`config.mk`:
```
export PLATFORM = sky130hd
export DESIGN_NAME = posted_wbuf
export DESIGN_NICKNAME = d
export VERILOG_FILES = /design/src/rtl/wbuf_pkg.sv /design/src/rtl/wbuf_data_q.sv /design/src/rtl/wbuf_addr_q.sv /design/src/rtl/posted_wbuf.sv
export SDC_FILE = /design/constraint.sdc
export NUM_CORES = 1
export LEC_CHECK = 0
export BUFFER_PORTS_ARGS = -buffer_cell sky130_fd_sc_hd__buf_2
export CAP_MARGIN = 0
export CORE_MARGIN = 1.5
export CORE_UTILIZATION = 41
export DETAILED_ROUTE_END_ITERATION = 7
export MAX_ROUTING_LAYER = met4
export SYNTH_ARGS = -nofsm -noshare
export SYNTH_HDL_FRONTEND = slang
export SYNTH_SLANG_ARGS = --single-unit
export TNS_END_PERCENT = 50
```
`constraint.sdc`:
```
create_clock -name clk -period 8 [get_ports clk]
set_input_delay 1.2 -clock clk [delete_from_list [all_inputs] [get_ports clk]]
set_output_delay 1.2 -clock clk [all_outputs]
set_load 0.02 [all_outputs]
```
`src/rtl/wbuf_pkg.sv`:
```
package wbuf_pkg;
  typedef enum logic {SRC_BUF, SRC_PASS} mem_src_e;
endpackage

```
`src/rtl/wbuf_data_q.sv`:
```
module wbuf_data_q #(
  parameter int DW = 32,
  parameter int LINE_WORDS = 4,
  parameter int DEPTH = 8,
  localparam int CW = $clog2(LINE_WORDS + 1),
  localparam int PW = $clog2(DEPTH),
  localparam int NW = $clog2(DEPTH + 1)
) (
  input  logic                     clk,
  input  logic                     rst_n,
  input  logic                     push,
  input  logic [CW-1:0]            push_n,
  input  logic [LINE_WORDS*DW-1:0] push_data,
  input  logic                     pop,
  output logic [DW-1:0]            head,
  output logic [NW-1:0]            free
);
  logic [DW-1:0] store [DEPTH];
  logic [PW-1:0] wp, rp;
  logic [NW-1:0] used;

  always_ff @(posedge clk) begin
    if (!rst_n) begin
      wp <= '0;
      rp <= '0;
      used <= '0;
    end else begin
      if (push) wp <= wp + PW'(push_n);
      if (pop) rp <= rp + PW'(1);
      used <= used + (push ? NW'(push_n) : '0) - (pop ? NW'(1) : '0);
    end
  end

  always_ff @(posedge clk) begin
    for (int i = 0; i < LINE_WORDS; i++)
      if (push && (CW'(i) < push_n))
        store[wp + PW'(i)] <= push_data[i*DW +: DW];
  end

  assign head = store[rp];
  assign free = NW'(DEPTH) - used;

  a_r4_no_overflow: assert property (@(posedge clk) disable iff (!rst_n)
    push |-> (NW'(push_n) <= free));
  a_r5_no_underflow: assert property (@(posedge clk) disable iff (!rst_n)
    pop |-> (used != '0));
endmodule

```
`src/rtl/wbuf_addr_q.sv`:
```
module wbuf_addr_q #(
  parameter int AW = 16,
  parameter int LINE_WORDS = 4,
  parameter int SLOTS = 4,
  localparam int CW = $clog2(LINE_WORDS + 1),
  localparam int OFF_W = $clog2(LINE_WORDS),
  localparam int PW = $clog2(SLOTS),
  localparam int NW = $clog2(SLOTS + 1)
) (
  input  logic                clk,
  input  logic                rst_n,
  input  logic                push,
  input  logic [AW-1:0]       push_addr,
  input  logic [CW-1:0]       push_n,
  input  logic                pop,
  output logic [AW-1:0]       head_addr,
  output logic [CW-1:0]       head_n,
  output logic [NW-1:0]       count,
  input  logic [AW-OFF_W-1:0] rd_line,
  output logic                hit
);
  logic [AW-1:0] addr_r [SLOTS];
  logic [CW-1:0] n_r [SLOTS];
  logic [PW-1:0] wp, rp;
  logic [SLOTS-1:0] match;

  always_ff @(posedge clk) begin
    if (!rst_n) begin
      wp <= '0;
      rp <= '0;
      count <= '0;
    end else begin
      if (push) wp <= wp + PW'(1);
      if (pop) rp <= rp + PW'(1);
      count <= count + (push ? NW'(1) : '0) - (pop ? NW'(1) : '0);
    end
  end

  always_ff @(posedge clk) begin
    if (push) begin
      addr_r[wp] <= push_addr;
      n_r[wp] <= push_n;
    end
  end

  for (genvar j = 0; j < SLOTS; j++) begin : g_cmp
    logic [PW-1:0] age;
    assign age = PW'(j) - rp;
    assign match[j] = (NW'(age) < count) && (addr_r[j][AW-1:OFF_W] == rd_line);
  end

  assign hit = |match;
  assign head_addr = addr_r[rp];
  assign head_n = n_r[rp];

  a_r3_no_overflow: assert property (@(posedge clk) disable iff (!rst_n)
    push |-> (count < NW'(SLOTS)));
  a_r8_hit_needs_entry: assert property (@(posedge clk) disable iff (!rst_n)
    hit |-> (count != '0));
endmodule

```
`src/rtl/posted_wbuf.sv`:
```
module posted_wbuf #(
  parameter int AW = 16,
  parameter int DW = 32,
  parameter int LINE_WORDS = 4,
  parameter int ADDR_SLOTS = 4,
  parameter int DATA_WORDS = 8,
  localparam int CW = $clog2(LINE_WORDS + 1),
  localparam int OFF_W = $clog2(LINE_WORDS),
  localparam int SNW = $clog2(ADDR_SLOTS + 1),
  localparam int DNW = $clog2(DATA_WORDS + 1)
) (
  input  logic                     clk,
  input  logic                     rst_n,
  input  logic                     wr_valid,
  output logic                     wr_ready,
  input  logic                     wr_bufferable,
  input  logic [AW-1:0]            wr_addr,
  input  logic [CW-1:0]            wr_words,
  input  logic [LINE_WORDS*DW-1:0] wr_data,
  output logic                     mem_valid,
  input  logic                     mem_ready,
  output logic [AW-1:0]            mem_addr,
  output logic [DW-1:0]            mem_data,
  output logic                     mem_last,
  input  logic [AW-OFF_W-1:0]      rd_line,
  output logic                     rd_hold,
  output logic                     buf_empty
);
  import wbuf_pkg::*;

  logic [AW-1:0]  head_addr;
  logic [CW-1:0]  head_n, beat;
  logic [SNW-1:0] slots_used;
  logic [DNW-1:0] words_free;
  logic [DW-1:0]  head_word;
  logic room, push, drain, last_beat;
  mem_src_e src;

  assign buf_empty = (slots_used == '0);
  assign room = (slots_used < SNW'(ADDR_SLOTS)) && (words_free >= DNW'(wr_words));
  assign wr_ready = wr_bufferable ? room : (buf_empty && mem_ready);
  assign push = wr_valid && wr_bufferable && room;
  assign src = buf_empty ? SRC_PASS : SRC_BUF;
  assign last_beat = (beat == head_n - CW'(1));
  assign drain = (src == SRC_BUF) && mem_ready;

  always_comb begin
    if (src == SRC_BUF) begin
      mem_valid = 1'b1;
      mem_addr  = head_addr + AW'(beat);
      mem_data  = head_word;
      mem_last  = last_beat;
    end else begin
      mem_valid = wr_valid && !wr_bufferable;
      mem_addr  = wr_addr;
      mem_data  = wr_data[DW-1:0];
      mem_last  = 1'b1;
    end
  end

  always_ff @(posedge clk) begin
    if (!rst_n) beat <= '0;
    else if (drain) beat <= last_beat ? '0 : beat + CW'(1);
  end

  wbuf_addr_q #(.AW(AW), .LINE_WORDS(LINE_WORDS), .SLOTS(ADDR_SLOTS)) i_addr_q (
    .clk(clk), .rst_n(rst_n), .push(push), .push_addr(wr_addr), .push_n(wr_words),
    .pop(drain && last_beat), .head_addr(head_addr), .head_n(head_n),
    .count(slots_used), .rd_line(rd_line), .hit(rd_hold));

  wbuf_data_q #(.DW(DW), .LINE_WORDS(LINE_WORDS), .DEPTH(DATA_WORDS)) i_data_q (
    .clk(clk), .rst_n(rst_n), .push(push), .push_n(wr_words), .push_data(wr_data),
    .pop(drain), .head(head_word), .free(words_free));

  a_r6_hold_stable: assert property (@(posedge clk) disable iff (!rst_n)
    (!buf_empty && !mem_ready) |=>
      (mem_valid && $stable(mem_addr) && $stable(mem_data) && $stable(mem_last)));
  a_r7_pass_when_empty: assert property (@(posedge clk) disable iff (!rst_n)
    (wr_valid && !wr_bufferable && wr_ready) |-> (buf_empty && mem_valid && mem_last));
  a_r9_empty_no_hold: assert property (@(posedge clk) disable iff (!rst_n)
    buf_empty |-> !rd_hold);
  a_r2_accept_fills: assert property (@(posedge clk) disable iff (!rst_n)
    (wr_valid && wr_bufferable && wr_ready) |=> !buf_empty);
endmodule

```
==> metrics, run 1 <==
sequential-to-total area share from yosys stat=0.4737; outcome=completed; initial drt markers=2697; DRC=0; clock period minus worst slack=5.057 ns; normalized max-slew margin=0.1922; I/O pins=219; CTS Buffer Depth=3; final setup fails=0; max-slew violations=0; cts bufs inserted=40; Fin Hold WS=0.4917 ns; clk slew on worst S/H paths=0.06 ns; worst min-delay path category=reg -> reg; core area=52970 µm²; setup TNS=0 ns; Leak=8.627 nW; GPL Wtd Cong=0.9590; CTS Root Cell=clkbuf_16; antenna viol nets, final=0; # rows=84; wirelength, routed=82.35 mm; placed cells=2915; r2r setup slk=3.40 ns; post-CTS sizing=0; H-tree depth=2; fin util=0.4667; post-synthesis cell count=2263; width of the chip=235.2 µm; pin count of the biggest net entering global routing=47; # nets final=2468; Post-Layout Cell Count=2995; WP buf/inv=2; Die Y=235.2 µm; Max Cap Violations=0; worst r2r src=i_data_q.used[1]$_SDFF_PN0_; synthesis-to-finish area growth=11.84%; synthesized cell area=22100 µm²; Syn Nets=2462; CP arrival=3.86 ns; clk sinks=357; Via density=6.598; synth unique cells=54; I/O Buffers=218; Total Power=6.659 mW; FF-to-FF End=i_data_q.store[0][0]$_DFFE_PP_; CP top delay family=simple AND/OR/NAND/NOR gates; Fillers=4908; Worst EP required=6.80 ns; Worst-Skew Late Latency=0.57 ns; measured slew at the worst slew-check pin=1.210 ns; worst-path fanout max=14; crit start category=register; initial antenna violation count=7; CTS tree=built; Register-to-Register Path Depth=8; first-pass GRT wire length=123.1 mm; Initial Util=0.4173; Ys Warns=0; detailed-route via count=19760; Final HPWL DP=51.35 mm; grt ovf=0; layout cells sized above 1=0.1983; Final Skew=0.02083 ns; final hold violations=0; max incr delay on CP=0.58 ns; Tcrit/Tclk final=0.6321; slowest stage cell on the critical path=dfxtp_1; RSZ-0062 raised after global routing=false; setup repair bufs after CTS=0; die area=55310 µm²; worst setup path class=reg -> out; Max Freq=197.8 MHz; Synth async-reset ratio=0; hold path depth=2; area of the multi-input gates=10400 µm²; Worst setup EP type=output port; Cell Chain, Critical Path=buf_4, mux4_2, ha_1, nor2b_1, o21ai_0, nor4b_1, xnor2_1, o21ai_0, buf_2; flops & latches, synth=357; most used cell, CP=o21ai_0; wire length per cell=27.50 µm; main flop type after synthesis=edfxtp_1; critical path depth in cells=9; All-Layer GR Usage=0.3006; cts-stage hold buffer count=0; Post-synth EDFFs=332; register area=10480 µm²; Post-Syn Area per Cell=9.767 µm²; DRT Pass-1 Iters=8; Hold Startpoint=i_data_q.rp[1]$_SDFFE_PN0P_; P per Cell Area=269.4 nW/µm²; maximum VDD drop=0.1542 mV; vias in the first global route=19160
[kinds of logic after synthesis]
logic type	count (synthesis)	share of synthesized area
compound gates	600	0.1684
xor+xnor	92	0.03645
fa+ha+maj	33	0.02004
buf+inv	343	0.06283
flops	357	0.4737
mux	116	0.09957
simple gates	722	0.1390
[stage by stage]
stage	worst slack, ns	area (µm²)
6_report	2.943	24720
5_1_grt	2.588	24710
4_1_cts	2.834	24700
3_5_place_dp	2.634	23380
3_3_place_gp	2.714	23380
2_1_floorplan	1.005	22100
[where the power goes]
group	switching [mW]	total, mW	internal [mW]
Sequential	0.116	2.49	2.38
Clock	0.785	1.90	1.12
Combinational	1.52	2.26	0.742
Total	2.42	6.66	4.24
[worst max path at each step]
stage / from / endpoint / slack (ns)
detailed placement: wr_words[1] / i_data_q.store[0][9]$_DFFE_PP_ / 2.63
CTS: register / mem_addr[14] / 2.83
global route: register / mem_addr[10] / 2.59
floorplan: wr_words[2] / i_data_q.store[4][0]$_DFFE_PP_ / 1.00
finish: register / mem_addr[10] / 2.94
global placement: wr_words[1] / i_data_q.store[0][9]$_DFFE_PP_ / 2.71
[cell usage after synthesis, types with 6 or more instances]
| library cell | number | area share |
|---|---|---|
| nand2_1 | 582 | 0.099 |
| edfxtp_1 | 332 | 0.45 |
| a31oi_1 | 259 | 0.073 |
| o22ai_1 | 256 | 0.072 |
| clkbuf_1 | 155 | 0.026 |
| buf_1 | 105 | 0.018 |
| mux4_2 | 83 | 0.085 |
| xor2_1 | 52 | 0.021 |
| o21ai_0 | 50 | 0.011 |
| xnor2_1 | 40 | 0.016 |
| mux2i_1 | 32 | 0.014 |
| clkbuf_2 | 31 | 0.0070 |
| inv_1 | 30 | 0.0051 |
| ha_1 | 29 | 0.016 |
| dfxtp_1 | 25 | 0.023 |
| and2_1 | 21 | 0.0059 |
| nor4_1 | 19 | 0.0054 |
| nand3_1 | 17 | 0.0038 |
| nor2_1 | 16 | 0.0027 |
| a21oi_1 | 14 | 0.0032 |
| buf_2 | 11 | 0.0025 |
| nand4_1 | 11 | 0.0031 |
| and3_1 | 8 | 0.0023 |
| or3_1 | 8 | 0.0023 |
| nor3_1 | 7 | 0.0016 |
| or4_1 | 6 | 0.0020 |
[final cells by class]
class                   instances  share of cell area
flip-flops and latches        357              0.4239
multi-input cells            1563              0.4208
repair buffers                274             0.06114
clock buffers                  46             0.04140
well taps                     688             0.03482
clock inverters                26             0.01210
inverters                      33            0.005061
diodes                          8           0.0008098
[placed cells by master (no fill, tap or decap), types with 50 or more instances in the layout]
cell type / netlist / layout
edfxtp_1: 332 / 332
o21ai_0: 50 / 50
o22ai_1: 256 / 256
buf_4: 3 / 56
mux4_2: 83 / 83
a31oi_1: 259 / 259
buf_2: 11 / 218
nand2_1: 582 / 582
xor2_1: 52 / 52
[state kept, by name, indices dropped and copies added, names as in the netlist, named ones only]
name / flops
i_data_q.store: 256
i_addr_q.addr_r: 64
i_addr_q.n_r: 12
i_data_q.used: 4
beat: 3
i_addr_q.count: 3
i_data_q.rp: 3
i_data_q.wp: 3
i_addr_q.rp: 2
i_addr_q.wp: 2
[metal layers]
| metal | routed length (µm) | vias to the layer above | GRT usage |
|---|---|---|---|
| li1 | - | 8471 | - |
| met4 | 3231 | 0 | 0.1299 |
| met2 | 38940 | 1448 | 0.4741 |
| met3 | 9029 | 243 | 0.05582 |
| met5 | 0 | - | - |
| met1 | 31160 | 9598 | 0.3789 |
[worst reg2reg max path, stage by stage (launching register included)]
cell      delay (ns)
dfxtp_1         0.36
inv_1           0.07
ha_1            0.31
ha_1            0.29
o21ai_0         0.28
o2111a_1        0.77
or3_1           0.69
buf_4           0.40
nand3_2         0.82
Power figures use the tool's default switching activity.
==> run 2: changes to the inputs <==
==> constraint.sdc (replaced) <==
create_clock -name clk -period 4.25 [get_ports clk]
set_input_delay 0.6375 -clock clk [delete_from_list [all_inputs] [get_ports clk]]
set_output_delay 0.6375 -clock clk [all_outputs]
set_load 0.02 [all_outputs]
==> metrics, run 2 (synthesis results as in run 1) <==
Worst EP required=3.61 ns (-3.19 ns); commonest non-fill, non-tap cell in the layout=nand2_1; commonest cells after routing, fill and taps aside=nand2_1 (582), edfxtp_1 (332), a31oi_1 (259); Register-to-Register Path Depth=11 (+3); CTS Buffer Depth=3 (unchanged); Comb pwr share=0.356 (+0.016); Fillers=4866 (-0.86%); normalized max-slew margin=0.2166 (+0.02439); RSZ-0062 raised after global routing=false; Tcrit/Tclk final=0.9453; die area=55310 µm² (unchanged); GPL Wtd Cong=0.9186 (-4.2%); violated checks=design-rule violations; fin util=0.4749 (+0.008173); Total Power=12.62 mW (+89%); Final HPWL DP=54.41 mm (+5.9%); Worst-Skew Late Latency=0.57 ns (about the same); Final Skew=0.02434 ns (+0.003511 ns); placed cells=2960 (+1.5%); worst setup path class=reg -> out; # rows=84 (unchanged); pre-CTS setup slack=0.5957 ns (-2.038 ns); Worst setup EP type=output port; max-slew violations=0 (unchanged); P per Cell Area=501.6 nW/µm² (+86%); H-tree depth=2 (unchanged); FF-to-FF End=i_data_q.store[0][8]$_DFFE_PP_; clock network fraction of total power=0.271 (-0.015); measured slew at the worst slew-check pin=1.175 ns (-0.03520 ns); layout cells sized above 1=0.2132 (+0.01487); Max Cap Violations=0 (unchanged); Hold Startpoint=wr_addr[1]; crit start category=register; first-pass GRT wire length=128.6 mm (+4.5%); antenna viol nets, final=0 (unchanged); Final WS setup=0.2323 ns (-2.711 ns); Die Y=235.2 µm (unchanged); max reg flops=256 (unchanged); clk sinks=357 (unchanged); sequential share of power=0.373 (about the same); wirelength, routed=88.41 mm (+7.4%); grt ovf=0 (unchanged); Sw Ratio=0.3748 (+0.01102); Post-Layout Cell Count=3044 (+1.6%); r2r setup slk=0.69 ns (-2.71 ns); All-Layer GR Usage=0.3192 (+0.01866); Leak=8.874 nW (+2.9%); Largest regs=i_data_q.store: 256 flops, i_addr_q.addr_r: 64 flops, i_addr_q.n_r: 12 flops; clock period minus worst slack=4.018 ns; width of the chip=235.2 µm (unchanged); maximum VDD drop=0.2880 mV (+87%); vias in the first global route=19990 (+4.3%); Psw=4.729 mW (+95%); final setup fails=0 (unchanged); worst min-delay path category=in -> reg; Via density=6.736 (+2.1%); clk slew on worst S/H paths=0.06 ns (about the same); initial drt markers=3225 (+20%); setup repair bufs after CTS=0 (unchanged); setup TNS=0 ns (unchanged); detailed-route via count=20500 (+3.8%); Hold Path End=i_addr_q.addr_r[2][1]$_DFFE_PP_; CTS Root Cell=clkbuf_16; initial antenna violation count=9 (+2); Initial Util=0.4173 (unchanged); cts-stage hold buffer count=0 (unchanged); hold path depth=1 (-1); Max Freq=248.9 MHz; I/O Buffers=218 (unchanged); final hold violations=0 (unchanged); synthesis-to-finish area growth=13.80%; outcome=finished with violations; Top reg by flops=i_data_q.store; cts bufs inserted=41 (+2.5%); internal power=7.888 mW (+86%); # nets final=2514 (+1.9%); core area=52970 µm² (unchanged); DRT Pass-1 Iters=8 (unchanged); wire length per cell=29.04 µm (+5.6%); post-CTS sizing=0 (unchanged); pin count of the biggest net entering global routing=46 (-2.1%); worst-path fanout max=7 (-7); I/O pins=219 (unchanged); CP arrival=3.38 ns (-0.48 ns); CTS tree=built; DRC=2 (+2); worst r2r src=i_data_q.used[1]$_SDFF_PN0_
[run 2: stage by stage]
stage	area, µm²	hold WS (ns)
floorplan	22120	0.4666
global placement	23870	0.4665
detailed placement	23870	0.5006
CTS	25120	0.2808
global route	25150	0.3011
finish	25150	0.3011
[run 2: worst max-delay path, cell delays in order, from the launching register on]
cell and delay, ns:
dfxtp_1 0.54, mux4_2 0.27, ha_1 0.15, inv_1 0.05, fa_1 0.41, nor2b_1 0.23
o21ai_0 0.26, nor4b_1 0.46, xnor2_1 0.10, o21ai_0 0.15, buf_2 0.19
[run 2: power by group through the flow]
stage,combinational (mW),clock (mW),sequential (mW)
global route,4.79,3.55,4.74
floorplan,2.88,0,4.65
detailed placement,4.42,0,4.77
CTS,4.43,3.43,4.70
global placement,4.37,0,4.76
finish,4.50,3.42,4.70
[run 2: layout make-up]
| cell class | instances | area (µm²) | area share |
|---|---|---|---|
| flip-flops and latches | 357 | 10480 | 0.4166 |
| multi-input cells | 1563 | 10460 | 0.4158 |
| repair buffers | 319 | 1949 | 0.07750 |
| clock buffers | 50 | 1101 | 0.04377 |
| well taps | 688 | 860.8 | 0.03422 |
| clock inverters | 23 | 151.4 | 0.006019 |
| inverters | 33 | 125.1 | 0.004974 |
| diodes | 11 | 27.53 | 0.001094 |
[run 2: how the worst max path moves through the flow]
stage                      from                         endpoint  slack [ns]
finish                 register                     mem_addr[10]        0.23
global route           register                     mem_addr[10]       0.007
CTS                    register                     mem_addr[15]        0.04
detailed placement  wr_words[1]  i_data_q.store[0][31]$_DFFE_PP_        0.60
global placement       register     i_addr_q.count[2]$_SDFF_PN0_        0.67
floorplan           wr_words[2]   i_data_q.store[2][0]$_DFFE_PP_       -0.84
[run 2: layer usage]
metal  part of all wire  global-route usage  wire length [µm]  vias to the layer above
met5                  0                   -                 0                        -
met4              0.056              0.1604              4984                        0
met3               0.13             0.07341             11820                      421
met2               0.45              0.4844             39430                     1735
met1               0.36              0.4008             32180                     9773
li1                   -                   -                 -                     8575
